<file path="src/rtl/ot_pkg.sv">
package ot_pkg;

   typedef enum logic [1:0] {
      FRM_MID   = 2'b00,
      FRM_START = 2'b01,
      FRM_END   = 2'b10,
      FRM_IDLE  = 2'b11
   } frame_e;

   function automatic int unsigned beats_for(input int unsigned bits, input int unsigned beat_w);
      return (bits + beat_w - 1) / beat_w;
   endfunction

   function automatic int unsigned cnt_width(input int unsigned n);
      return (n <= 2) ? 1 : $clog2(n);
   endfunction

endpackage

</file>
<file path="src/rtl/ot_capture.sv">
module ot_capture #(
   parameter int unsigned PID_W = 32
) (
   input  logic             clk,
   input  logic             rst_n,
   input  logic             wr_i,
   input  logic [PID_W-1:0] val_i,
   input  logic             take_i,
   output logic             vld_o,
   output logic [PID_W-1:0] held_o
);

   logic             vld_q;
   logic [PID_W-1:0] held_q;

   // A fresh write always wins over a concurrent take: the taken copy is
   // the older value, and the new one stays pending.
   always_ff @(posedge clk) begin
      if (!rst_n) begin
         vld_q  <= 1'b0;
         held_q <= '0;
      end else if (wr_i) begin
         vld_q  <= 1'b1;
         held_q <= val_i;
      end else if (take_i) begin
         vld_q  <= 1'b0;
      end
   end

   assign vld_o  = vld_q;
   assign held_o = held_q;

endmodule

</file>
<file path="src/rtl/ot_packer.sv">
module ot_packer #(
   parameter int unsigned PID_W  = 32,
   parameter int unsigned SRC_W  = 4,
   parameter int unsigned TC_W   = 6,
   parameter logic [TC_W-1:0] TC_VAL = 6'b000010,
   parameter int unsigned PAD_W  = 44
) (
   input  logic [PID_W-1:0] pid_i,
   input  logic [SRC_W-1:0] src_i,
   output logic [PAD_W-1:0] msg_o
);

   localparam int unsigned MSG_W  = TC_W + SRC_W + PID_W;
   localparam int unsigned FILL_W = PAD_W - MSG_W;

   logic [MSG_W-1:0] body;

   // Type code in the low bits, then source, then identifier.
   assign body = {pid_i, src_i, TC_VAL};

   generate
      if (FILL_W == 0) begin : g_exact
         assign msg_o = body;
      end else begin : g_padded
         assign msg_o = {{FILL_W{1'b0}}, body};
      end
   endgenerate

endmodule

</file>
<file path="src/rtl/ot_serializer.sv">
module ot_serializer
   import ot_pkg::*;
#(
   parameter int unsigned BEAT_W = 4,
   parameter int unsigned BEATS  = 11,
   parameter int unsigned PAD_W  = BEAT_W * BEATS
) (
   input  logic              clk,
   input  logic              rst_n,
   input  logic              vld_i,
   input  logic [PAD_W-1:0]  msg_i,
   output logic              take_o,
   output logic [BEAT_W-1:0] data_o,
   output frame_e            frame_o
);

   localparam int unsigned CNT_W = cnt_width(BEATS);
   localparam logic [CNT_W-1:0] LAST_IDX = CNT_W'(BEATS - 1);

   logic             busy_q;
   logic [CNT_W-1:0] cnt_q;
   logic [PAD_W-1:0] shreg_q;
   logic             last;

   assign last   = busy_q && (cnt_q == LAST_IDX);
   assign take_o = vld_i && (!busy_q || last);

   always_ff @(posedge clk) begin
      if (!rst_n) begin
         busy_q  <= 1'b0;
         cnt_q   <= '0;
         shreg_q <= '0;
      end else if (take_o) begin
         busy_q  <= 1'b1;
         cnt_q   <= '0;
         shreg_q <= msg_i;
      end else if (busy_q) begin
         if (last) begin
            busy_q  <= 1'b0;
            cnt_q   <= '0;
            shreg_q <= '0;
         end else begin
            cnt_q   <= cnt_q + 1'b1;
            shreg_q <= shreg_q >> BEAT_W;
         end
      end
   end

   always_comb begin
      data_o = busy_q ? shreg_q[BEAT_W-1:0] : '0;
      if (!busy_q)             frame_o = FRM_IDLE;
      else if (cnt_q == '0)    frame_o = FRM_START;
      else if (last)           frame_o = FRM_END;
      else                     frame_o = FRM_MID;
   end

endmodule

</file>
<file path="src/rtl/own_trace_gen.sv">
module own_trace_gen
   import ot_pkg::*;
#(
   parameter int unsigned PID_W  = 32,
   parameter int unsigned SRC_W  = 4,
   parameter int unsigned TC_W   = 6,
   parameter logic [TC_W-1:0] TC_VAL = 6'b000010,
   parameter int unsigned BEAT_W = 4
) (
   input  logic              clk,
   input  logic              rst_n,
   input  logic [PID_W-1:0]  pid_value_i,
   input  logic              pid_wr_i,
   input  logic [SRC_W-1:0]  src_id_i,
   output logic [BEAT_W-1:0] mdo_o,
   output logic [1:0]        frame_o
);

   localparam int unsigned MSG_W = TC_W + SRC_W + PID_W;
   localparam int unsigned BEATS = beats_for(MSG_W, BEAT_W);
   localparam int unsigned PAD_W = BEATS * BEAT_W;

   generate
      if (BEAT_W < 1) begin : g_bad_beat
         $error("own_trace_gen: BEAT_W must be at least 1");
      end
      if (BEATS < 2) begin : g_bad_len
         $error("own_trace_gen: a message needs at least two beats for framing");
      end
      if (TC_W < 1 || PID_W < 1 || SRC_W < 1) begin : g_bad_field
         $error("own_trace_gen: every field must be at least one bit wide");
      end
   endgenerate

   logic             pend_vld;
   logic [PID_W-1:0] pend_pid;
   logic             take;
   logic [PAD_W-1:0] msg;
   frame_e           frame;

   ot_capture #(.PID_W(PID_W)) i_capture (
      .clk    (clk),
      .rst_n  (rst_n),
      .wr_i   (pid_wr_i),
      .val_i  (pid_value_i),
      .take_i (take),
      .vld_o  (pend_vld),
      .held_o (pend_pid)
   );

   ot_packer #(
      .PID_W  (PID_W),
      .SRC_W  (SRC_W),
      .TC_W   (TC_W),
      .TC_VAL (TC_VAL),
      .PAD_W  (PAD_W)
   ) i_packer (
      .pid_i (pend_pid),
      .src_i (src_id_i),
      .msg_o (msg)
   );

   ot_serializer #(
      .BEAT_W (BEAT_W),
      .BEATS  (BEATS),
      .PAD_W  (PAD_W)
   ) i_serializer (
      .clk     (clk),
      .rst_n   (rst_n),
      .vld_i   (pend_vld),
      .msg_i   (msg),
      .take_o  (take),
      .data_o  (mdo_o),
      .frame_o (frame)
   );

   assign frame_o = frame;

endmodule

</file>
<file path="config.mk">
export PLATFORM = sky130hd
export DESIGN_NAME = own_trace_gen
export DESIGN_NICKNAME = d
export VERILOG_FILES = /design/src/rtl/ot_pkg.sv /design/src/rtl/ot_capture.sv /design/src/rtl/ot_packer.sv /design/src/rtl/ot_serializer.sv /design/src/rtl/own_trace_gen.sv
export SDC_FILE = /design/constraint.sdc
export NUM_CORES = 1
export LEC_CHECK = 0
export BUFFER_PORTS_ARGS = -buffer_cell sky130_fd_sc_hd__buf_2
export CELL_PAD_IN_SITES_DETAIL_PLACEMENT = 1
export CELL_PAD_IN_SITES_GLOBAL_PLACEMENT = 1
export CORE_UTILIZATION = 33
export DETAILED_ROUTE_END_ITERATION = 6
export PLACE_DENSITY = 0.66
export RECOVER_POWER = 25
export SYNTH_ARGS = -nofsm -noshare
export SYNTH_HDL_FRONTEND = slang
export SYNTH_SLANG_ARGS = --single-unit
</file>
<file path="constraint.sdc">
create_clock -name clk -period 3.8 [get_ports clk]
set_input_delay 0 -clock clk [delete_from_list [all_inputs] [get_ports clk]]
set_output_delay 0 -clock clk [all_outputs]
set_load 0.1 [all_outputs]
</file>
-- Word-level counts from Yosys, hierarchy flattened
Cells that the tools add are included.
Widths: inputs -> output; s select.
- $add $sub $neg: 1
- equality and inequality tests: 1
- mux-type cells: 13
- bitwise logic cells: 1
- reduce and logical (&&, ||, !) cells: 8
- operator list (kind ; count):
    $mux 42 ; 2
    $mux 38 ; 1
    $mux 4 ; 2
    $mux 2 ; 3
    $mux 1 ; 5
    $add 4x1->4 const B ; 1
    $eq 4x4->1 const B ; 1
    $logic_not 4->1 ; 1
    $reduce_bool 2->1 ; 2
    $logic_and 1x1->1 ; 2
    $reduce_or 2->1 ; 1
    $logic_not 1->1 ; 1
    $logic_or 1x1->1 ; 1
    $not 1->1 ; 1
- register bits: 80
- output and inout bits: 6
- word-level logic and storage cells: 30

-- Longest topological paths before layout
Gate-level depths: netlist of run 1.
- depth after elaboration: 6
- mapped depth: 7

-- Hierarchy
Synthesis of run 1 repeated with hierarchy kept, for this count alone.
- cells, all modules: 381
- area, all modules: 3891.2 µm²
- modules (own cells, without submodules) (module ; times used ; cells an instance ; area each (µm²) ; seq. area each (µm²)):
    ot_serializer ; 1 ; 229 ; 2275.9 ; 980.9
    ot_capture ; 1 ; 106 ; 1277.5 ; 660.6
    ot_packer ; 1 ; 46 ; 337.8 ; 0.0

-- Worst setup path after synthesis of run 1
Ideal clock, no wire load.
- path type: register to register
- start point: reg i_serializer.cnt_q[0]
- end point: reg i_capture.vld_q, in the netlist i_capture.vld_o
- library setup time: 0.157 ns
- data arrival time: 1.782 ns
- setup slack: 1.862 ns
- stages on the path, launching flop included: 8
- path buffers: 1
- period minus slack after synthesis: 1.938 ns
- cells stage by stage: dfxtp_1 > inv_1 > ha_1 > nand3b_4 > and2_1 > buf_2 > inv_1 > o21ai_0
- word-level cells in the longest chain between the ends: 5
- RTL lines (element ; RTL line ; text):
    start: declaration ; ot_serializer.sv:21 ; logic [CNT_W-1:0] cnt_q;
    start signal: assignment ; ot_serializer.sv:43 ; cnt_q <= cnt_q + 1'b1;
    $eq 4x4->1 ; ot_serializer.sv:25 ; assign last = busy_q && (cnt_q == LAST_IDX);
    $logic_and 1x1->1 ; ot_serializer.sv:25 ;
    $logic_or 1x1->1 ; ot_serializer.sv:26 ; assign take_o = vld_i && (!busy_q || last);
    $logic_and 1x1->1 ; ot_serializer.sv:26 ;
    $reduce_bool 2->1 (no source line) ; -- ;
    end signal: assignment ; ot_capture.sv:20 ; vld_q <= 1'b0;
    end signal: assignment ; ot_capture.sv:23 ; vld_q <= 1'b1;
    end signal: assignment ; ot_capture.sv:26 ; vld_q <= 1'b0;
    end: declaration ; ot_capture.sv:13 ; logic vld_q;
Every way passes these cells.
A chain may end at the register's enable or synchronous reset.

-- Worst setup path after layout of run 1
- start point: reg i_serializer.busy_q
- end point: out mdo_o[0]
- word-level cells in the longest chain between the ends: 1
- RTL lines (element ; RTL line ; text):
    start: declaration ; ot_serializer.sv:20 ; logic busy_q;
    start signal: assignment ; ot_serializer.sv:30 ; busy_q <= 1'b0;
    start signal: assignment ; ot_serializer.sv:34 ; busy_q <= 1'b1;
    start signal: assignment ; ot_serializer.sv:39 ; busy_q <= 1'b0;
    $mux 4 ; ot_serializer.sv:50 ; data_o = busy_q ? shreg_q[BEAT_W-1:0] : '0;
    end: declaration ; own_trace_gen.sv:15 ; output logic [BEAT_W-1:0] mdo_o,
Every way passes these cells.

==> results of run 1 <==
-- routing by layer --
metal	up-vias	routed length, um
li1	1337	-
met3	6	205
met2	34	3690
met1	1223	3640
met5	-	0
met4	0	54
-- layout make-up --
cell class	count	area [um^2]
Timing Repair Buffer	84	609
Inverter	35	131
Clock buffer	11	141
Sequential cell	80	1600
Fill cell	1154	5710
Multi-Input combinational cell	204	1470
Tap cell	133	166
Clock inverter	5	80.1
-- cell families after synthesis --
| kind of cell | after synthesis |
|---|---|
| and+or+nand+nor | 86 |
| AOI/OAI and AO/OA | 81 |
| DFF | 80 |
| buffers and inverters | 66 |
| muxes | 33 |
| adders and majority gates | 3 |
| xor gates and xnor gates | 1 |
-- timing repair --
item | in CTS | in global routing
hold buffers | 36 | 0
setup endpoints to repair | 0 | 0
hold endpoints to repair | 36 | 0
setup buffers | 0 | 0
resized for setup | 0 | 0
-- layout by cell type (no fill, tap or decap), types with 5 or more instances in the layout --
master	instances
buf_2	43
dlygate4sd3_1	36
a21oi_1	32
clkbuf_8	10
dfxtp_1	79
nor2b_1	32
inv_1	35
mux2i_1	33
and2_1	6
a32o_1	6
nand2_1	5
a22o_1	33
nor3_1	32
-- through the flow --
stage          hold slack, ns  area (um^2)  utilization  std cells
2_1_floorplan           0.133         3410            -        350
3_3_place_gp            0.234         3620        0.366        500
3_5_place_dp            0.250         3620        0.366        500
4_1_cts                 0.236         4200        0.424        552
5_1_grt                 0.281         4200        0.424        552
6_report                0.237         4200        0.424        552
-- where the power goes --
part           switching [uW]  internal (uW)  total (uW)
registers                39.9            903         943
logic                     141            139         280
clock network             307            387         694
-- worst paths after layout --
path	slack, ns	depth (start not counted)	start	to
worst min register to register	0.47	1	i_serializer.shreg_q[2]	i_serializer.shreg_q[2]
worst max register to register	1.86	6	i_serializer.cnt_q[0]	i_serializer.shreg_q[15]
worst min-delay path	0.24	2	rst_n	i_serializer.busy_q
worst max-delay path	1.69	3	i_serializer.busy_q	mdo_o[0]
-- flip-flops by register name (all words and copies together), names as in the netlist --
name,count
i_capture.held_o,32
i_capture.vld_o,1
i_serializer.busy_q,1
i_serializer.cnt_q,4
i_serializer.shreg_q,42
-- worst reg2reg max path: stages, from the launching register on --
cell,delay [ns]
dfxtp_1,0.40
inv_1,0.09
ha_1,0.25
nand4b_1,0.12
and3_1,0.49
buf_4,0.36
a22o_1,0.18
==> impl_metrics.ini, run 1 <==
[outcome]
status = complete, but fails checks
violations = max-capacitance violations, max-slew violations

[logic_synthesis]
synthDistinctLibCells = 31
synthTopCellsByCount = dfxtp_1 (80), inv_1 (35), a22o_1 (33), mux2i_1 (33)
ys_warn_count = 0
synthXorXnorAreaFrac = 0.00257
synth-compound-area-share = 0.175
post-synth-top-count-cell = dfxtp_1
synth-seq-cells = 80
synth_adder_area_share = 0.0110
synth_area_leaders = dfxtp_1 (47%), mux2i_1 (9.7%), a22o_1 (8.5%), nor2b_1 (5.9%), a21oi_1 (4.7%)
syn_avg_cell_area_um2 = 9.75
synth_top_area_share = 0.470
synth_top_family_by_area = compound AO/OA/AOI/OAI gates
yosys_most_used_dff = dfxtp_1
synthMuxAreaShare = 0.0968
yosysTopAreaCell = dfxtp_1
syn_area_um2 = 3410
syn_nets = 392
async_flop_share = 0
seq_area_frac_synth = 0.470
synth-edff-count = 0
syn_inst = 350
synthSimpleGateAreaFrac = 0.146

[worst_setup_path]
cpLargestDelayFamily = buffers and inverters
critical_path.max_stage_delay_ns = 0.57
path_buf_inv = 2
path_class = reg2out
critPathSlowestCell = buf_4
required_ns = 3.80
cp.arrival_ns = 2.11
critPathMaxFanout = 69
cp-start-kind = flop
path_cells = buf_4, and2_1, buf_2
crit_path_end_kind = primary output

[timing]
min_period_ns = 2.11
post-route-period-util = 0.556
tightest_slew_ns = 2.35
fmax_ghz = 0.474
hold_viol_final = 0
slew_headroom = -0.566
slew_violations = 34
rsz0062_at_grt = no
fin_skew_ns = 0.0117
setup-violations-final = 0
tns_ns = 0
fin_ws_ns = 1.69

[final_layout]
drive_gt1_frac = 0.162
area_growth_pct = 23.2
final_nets = 456
diodes = 0

[floorplan]
die_height_um = 104
initial_core_util = 0.344
die_w_um = 104
boundaryPins = 45
coreArea_um2 = 9910
die_area_um2 = 10700
rows = 36

[clocking]
clk_latency_ns = 0.35
cts_tree = yes
cts_buffer_depth = 2
cts_buffers = 9
cts.sinks = 80
cts_max_level = 3
path_clk_slew_ns = 0.08
cts-root-buf = clkbuf_8

[routing]
routed_wl_um = 7600
vias = 2600
ant_nets = 0
drc = 0
drt_iter0_drc = 52
wl_per_cell_um = 13.8
first_pass_iters = 4
vias_per_cell = 4.71

[global_routing]
grt_overflow = 0
grt_max_degree = 70
grt_antenna_before_repair = 0
grt_pass1_vias = 2732
met2_usage = 0.257
grt_pass1_wl_um = 12900
busiest_layer = met2
met1_usage = 0.183
grt_usage = 0.149
grt_use_met3 = 0.0396

[placement]
routabilityCongestion = 0.705
place_ws_ns = 1.82
place.port_buffers = 44
hpwlAfterDp_um = 4660

[pwr]
p_per_area_nw_per_um2 = 456
leakage_uw = 0.00180
ir_drop_uv = 301
total_power_uw = 1920

[flow_run]
max_cap_viol_count = 1

[worst_hold_path]
hold_class = in2reg
Power figures use the tool's default switching activity.
==> run 2: changes to the inputs <==
--- a/config.mk
+++ b/config.mk
@@ -10,7 +10,7 @@
 export CELL_PAD_IN_SITES_GLOBAL_PLACEMENT = 1
 export CORE_UTILIZATION = 33
 export DETAILED_ROUTE_END_ITERATION = 6
-export PLACE_DENSITY = 0.66
+export PLACE_DENSITY = 0.68
 export RECOVER_POWER = 25
 export SYNTH_ARGS = -nofsm -noshare
 export SYNTH_HDL_FRONTEND = slang
==> constraint.sdc (replaced) <==
create_clock -name clk -period 1.85 [get_ports clk]
set_input_delay 0 -clock clk [delete_from_list [all_inputs] [get_ports clk]]
set_output_delay 0 -clock clk [all_outputs]
set_load 0.1 [all_outputs]
==> run 2 against run 1 <==
  * The run now ends clean
  * Routed wire length is 7.1% higher
  * Register-to-register slack worse by 1.7 ns
  * Cell area is 3.4% higher
  * Flip-flop and latch count stayed put
  * Count of clock-buffer cells in the layout stayed put
  * Non-clock buffer count is 4 higher
  * Sequential power is 110% higher
  * Largest cell class unchanged
  * Largest power group unchanged
  * Highest routed layer unchanged
==> impl_metrics.ini, run 2 (synthesis gave the netlist of run 1 again) <==
[pwr]
ir_drop_uv = 435
p_per_area_nw_per_um2 = 955
leakage_uw = 0.00186

[final_layout]
final_area_um2 = 4350
area_growth_pct = 27.4
final_nets = 461
mostFrequentLayoutCells = dfxtp_1 (78), buf_2 (39), dlygate4sd3_1 (36)
final_common_cell = dfxtp_1
largest_register_ffs = 42
diodes = 0
top_register = i_serializer.shreg_q
fillers = 1163
drive_gt1_frac = 0.182

[timing]
setup-violations-final = 0
tightest_slew_ns = 1.24
rsz0062_at_grt = no
fin_skew_ns = 0.0131
holdWs_ns = 0.148
slew_headroom = 0.170
fmax_ghz = 0.568
post-route-period-util = 0.951
min_period_ns = 1.76
hold_viol_final = 0
slew_violations = 0

[flow_run]
max_cap_viol_count = 0

[routing]
first_pass_iters = 4
ant_nets = 0
routed_wl_um = 8140
drc = 0
vias_per_cell = 4.81
wl_per_cell_um = 14.6
drt_iter0_drc = 99
vias = 2677

[clocking]
cts.sinks = 80
post-cts-setup-buffer-count = 0
cts_buffers = 9
cts_tree = yes
cts_max_level = 3
cts_buffer_depth = 2
clk_latency_ns = 0.35
cts-root-buf = clkbuf_8
path_clk_slew_ns = 0.08

[worst_hold_path]
hold_class = in2reg
holdPathEnd = i_capture.vld_o
hold-path-cell-count = 3
min_from = rst_n

[placement]
hpwlAfterDp_um = 4920
routabilityCongestion = 0.720
placed_cell_area_um2 = 3730
place.port_buffers = 44

[worst_setup_path]
crit_path_end_kind = primary output
required_ns = 1.85
reg2reg_from = i_serializer.cnt_q[1]
r2r_end = i_serializer.shreg_q[15]
ff2ff_path_depth = 4
critPathMaxFanout = 8
cp.arrival_ns = 1.76
reg2reg_slack_ns = 0.20
cp-start-kind = flop
path_class = reg2out

[global_routing]
grt_overflow = 0
grt_antenna_before_repair = 0
grt_max_degree = 56
grt_pass1_vias = 2843
grt_pass1_wl_um = 14100
grt_usage = 0.164

[floorplan]
boundaryPins = 45
die_height_um = 104
die_area_um2 = 10700
coreArea_um2 = 9910
die_w_um = 104
rows = 36
initial_core_util = 0.344

[outcome]
status = finished clean
[run 2: metrics by stage]
step | std cells | setup slack [ns] | TNS (ns) | total power, uW | utilization
6_report | 557 | 0.0898 | 0 | 4150 | 0.439
4_1_cts | 557 | 0.0192 | 0 | 4190 | 0.440
5_1_grt | 557 | 0.00112 | 0 | 4360 | 0.439
3_3_place_gp | 504 | -0.0250 | -0.251 | 2500 | 0.376
2_1_floorplan | 350 | 0.0226 | 0 | 2380 | -
3_5_place_dp | 504 | -0.0779 | -1.93 | 2520 | 0.376
[run 2: timing repair]
item,4_1_cts,5_1_grt
resized for setup,4,1
hold buffers,36,0
hold endpoints to repair,36,0
gates cloned,1,0
pin swaps,1,0
endpoints found under the setup margin,37,1
[run 2: how the worst max path moves through the flow]
stage | from | to | slack (ns) | depth (start not counted)
2_1_floorplan | i_serializer.cnt_q[0] | i_capture.vld_o | 0.02 | 7
3_3_place_gp | i_serializer.cnt_q[0] | i_serializer.shreg_q[7] | -0.03 | 5
3_5_place_dp | i_serializer.cnt_q[0] | i_serializer.shreg_q[7] | -0.08 | 5
4_1_cts | i_serializer.cnt_q[0] | frame_o[1] | 0.02 | 6
5_1_grt | i_serializer.cnt_q[0] | frame_o[1] | 0.001 | 6
6_report | i_serializer.cnt_q[0] | frame_o[1] | 0.09 | 6
[run 2: layout make-up]
| class | count | area (um^2) | share of cell area |
|---|---|---|---|
| timing repair buffer | 88 | 697 | 0.160 |
| inverter | 35 | 135 | 0.0311 |
| clock inverter | 5 | 103 | 0.0236 |
| sequential | 80 | 1600 | 0.369 |
| clock buffer | 11 | 151 | 0.0348 |
| multi-input combinational | 205 | 1490 | 0.343 |
| tap | 133 | 166 | 0.0383 |
[run 2: report_power, final]
part	switching, uW	internal [uW]
clock	643	968
combinational	298	298
sequential	86.5	1860
[run 2: critical path, stage by stage, from the launching register on]
cell and delay [ns]:
dfxtp_2 0.37, inv_1 0.07, ha_1 0.24, nand3b_4 0.14, and2_4 0.24, clkinvlp_4 0.12
buf_4 0.24
[run 2: layer usage]
metal / global-route usage / part of all wire
met4: 0.0673 / 0.017
met2: 0.284 / 0.49
met3: 0.0258 / 0.026
met1: 0.203 / 0.47
met5: 0 / 0
==> run 3: changes to the inputs <==
--- a/config.mk
+++ b/config.mk
@@ -10,7 +10,7 @@
 export CELL_PAD_IN_SITES_GLOBAL_PLACEMENT = 1
 export CORE_UTILIZATION = 33
 export DETAILED_ROUTE_END_ITERATION = 6
-export PLACE_DENSITY = 0.68
+export PLACE_DENSITY_LB_ADDON = 0.12
 export RECOVER_POWER = 25
 export SYNTH_ARGS = -nofsm -noshare
 export SYNTH_HDL_FRONTEND = slang
==> run 3 against run 2 <==
  * Clock power down 20%
  * First-iteration DRC count is 40% lower
  * Cell area is 1.8% lower
  * Global-route usage shrank 0.43 points
  * Critical path depth is 1 lower
  * Combinational power about the same
  * Clock skew shrank 0.0056 ns
  * Non-clock buffer count up 5
  * Largest power group unchanged
  * Core utilization down 0.78 points
  * Critical path type unchanged
  * Via count hardly changed
==> impl_metrics.ini, run 3 (synthesis gave the netlist of run 1 again) <==
[timing]
tns_ns = 0
min_period_ns = 1.73
setup-violations-final = 0
slew_headroom = 0.678
tightest_slew_ns = 0.487
rsz0062_at_grt = no
fmax_ghz = 0.577
post-route-period-util = 0.937
fin_skew_ns = 0.00749
hold_viol_final = 0
slew_violations = 0

[final_layout]
area_growth_pct = 25.2
largest_register_ffs = 42
top_register = i_serializer.shreg_q
diodes = 0
mostFrequentLayoutCells = dfxtp_1 (78), buf_2 (43), dlygate4sd3_1 (36)
final_common_cell = dfxtp_1
final_nets = 465
final_util = 0.431
final_area_um2 = 4270
fin_cells = 561
drive_gt1_frac = 0.192
fillers = 1159

[routing]
routed_wl_um = 7860
first_pass_iters = 4
drc = 0
ant_nets = 0
wl_per_cell_um = 14.0
vias = 2679
drt_iter0_drc = 59
vias_per_cell = 4.78

[global_routing]
grt_overflow = 0
grt_pass1_vias = 2773
grt_max_degree = 34
grt_antenna_before_repair = 0
grt_usage = 0.160
grt_pass1_wl_um = 13700

[clocking]
path_clk_slew_ns = 0.08
cts.sinks = 80
cts_tree = yes
cts-root-buf = clkbuf_8
cts_buffers = 9
cts_buffer_depth = 2
cts_max_level = 3
clk_latency_ns = 0.36

[worst_setup_path]
crit_path_end_kind = primary output
path_class = reg2out
reg2reg_slack_ns = 0.29
cp-start-kind = flop
required_ns = 1.85
critPathMaxFanout = 8
cp.arrival_ns = 1.73
r2r_end = i_serializer.shreg_q[37]
ff2ff_path_depth = 5
reg2reg_from = i_serializer.cnt_q[1]

[floorplan]
die_w_um = 104
coreArea_um2 = 9910
boundaryPins = 45
die_area_um2 = 10700
rows = 36
initial_core_util = 0.344
die_height_um = 104

[placement]
hpwlAfterDp_um = 5040
placed_cell_area_um2 = 3710
placedCellCount = 509
place.port_buffers = 44
routabilityCongestion = 0.729

[outcome]
status = finished clean

[pwr]
p_per_area_nw_per_um2 = 893
total_power_uw = 3810
leakage_uw = 0.00184
ir_drop_uv = 373

[worst_hold_path]
min_from = rst_n
holdPathEnd = i_capture.held_o[28]
hold-path-cell-count = 2
hold_class = in2reg

[flow_run]
max_cap_viol_count = 0
-- run 3: changes by cell type in the layout (fill, tap and decap cells not counted) --
cell,previous run,this run
bufinv_16,3,1
clkinvlp_4,2,6
buf_12,4,1
buf_2,39,43
a21oi_4,2,1
buf_4,7,13
clkbuf_1,1,0
clkbuf_8,11,9
clkbuf_2,1,0
-- run 3: per-stage QoR --
stage	hold slack [ns]	worst slack, ns
CTS	0.00915	0.0526
finish	0.0139	0.117
global placement	0.230	0.262
detailed placement	0.235	0.179
global route	0.00629	0.0317
floorplan	0.133	0.0226
-- run 3: cell type report --
| cell class | count | area [um^2] | area share |
|---|---|---|---|
| Tap cell | 133 | 166 | 0.0390 |
| Sequential cell | 80 | 1600 | 0.376 |
| Inverter | 35 | 135 | 0.0317 |
| Clock inverter | 7 | 72.6 | 0.0170 |
| Clock buffer | 9 | 124 | 0.0290 |
| Multi-Input combinational cell | 204 | 1470 | 0.345 |
| Timing Repair Buffer | 93 | 693 | 0.162 |
-- run 3: what timing repair did --
| action | in CTS | in global routing |
|---|---|---|
| setup buffers | 0 | 0 |
| hold buffers | 36 | 0 |
| hold endpoints to repair | 36 | 0 |
| gates resized for setup | 3 | 1 |
| setup endpoints to repair | 1 | 1 |
| cloned | 0 | 0 |
-- run 3: power breakdown --
part | internal (uW) | switching [uW] | total [uW]
clock network | 620 | 660 | 1280
logic | 300 | 294 | 594
registers | 1850 | 83.5 | 1940
-- run 3: worst max-delay path: stages, from the launching register on --
cell	delay (ns)
dfxtp_1	0.43
ha_1	0.26
nand3b_4	0.12
and2_4	0.22
clkinvlp_4	0.07
buf_4	0.28
-- run 3: how the worst max path moves through the flow --
stage,start,to,slack (ns),cells after the start
floorplan,i_serializer.cnt_q[0],i_capture.vld_o,0.02,7
global placement,i_serializer.cnt_q[0],frame_o[1],0.26,6
detailed placement,i_serializer.cnt_q[0],frame_o[1],0.18,6
CTS,i_serializer.cnt_q[0],frame_o[1],0.05,6
global route,i_serializer.cnt_q[1],frame_o[1],0.03,5
finish,i_serializer.cnt_q[1],frame_o[1],0.12,5
-- run 3: metal layers --
metal	vias up	GRT usage	share of wire
met4	0	0.0520	0.013
met3	11	0.0434	0.027
met1	1281	0.204	0.50
met2	36	0.261	0.46
li1	1351	-	-
met5	-	0	0
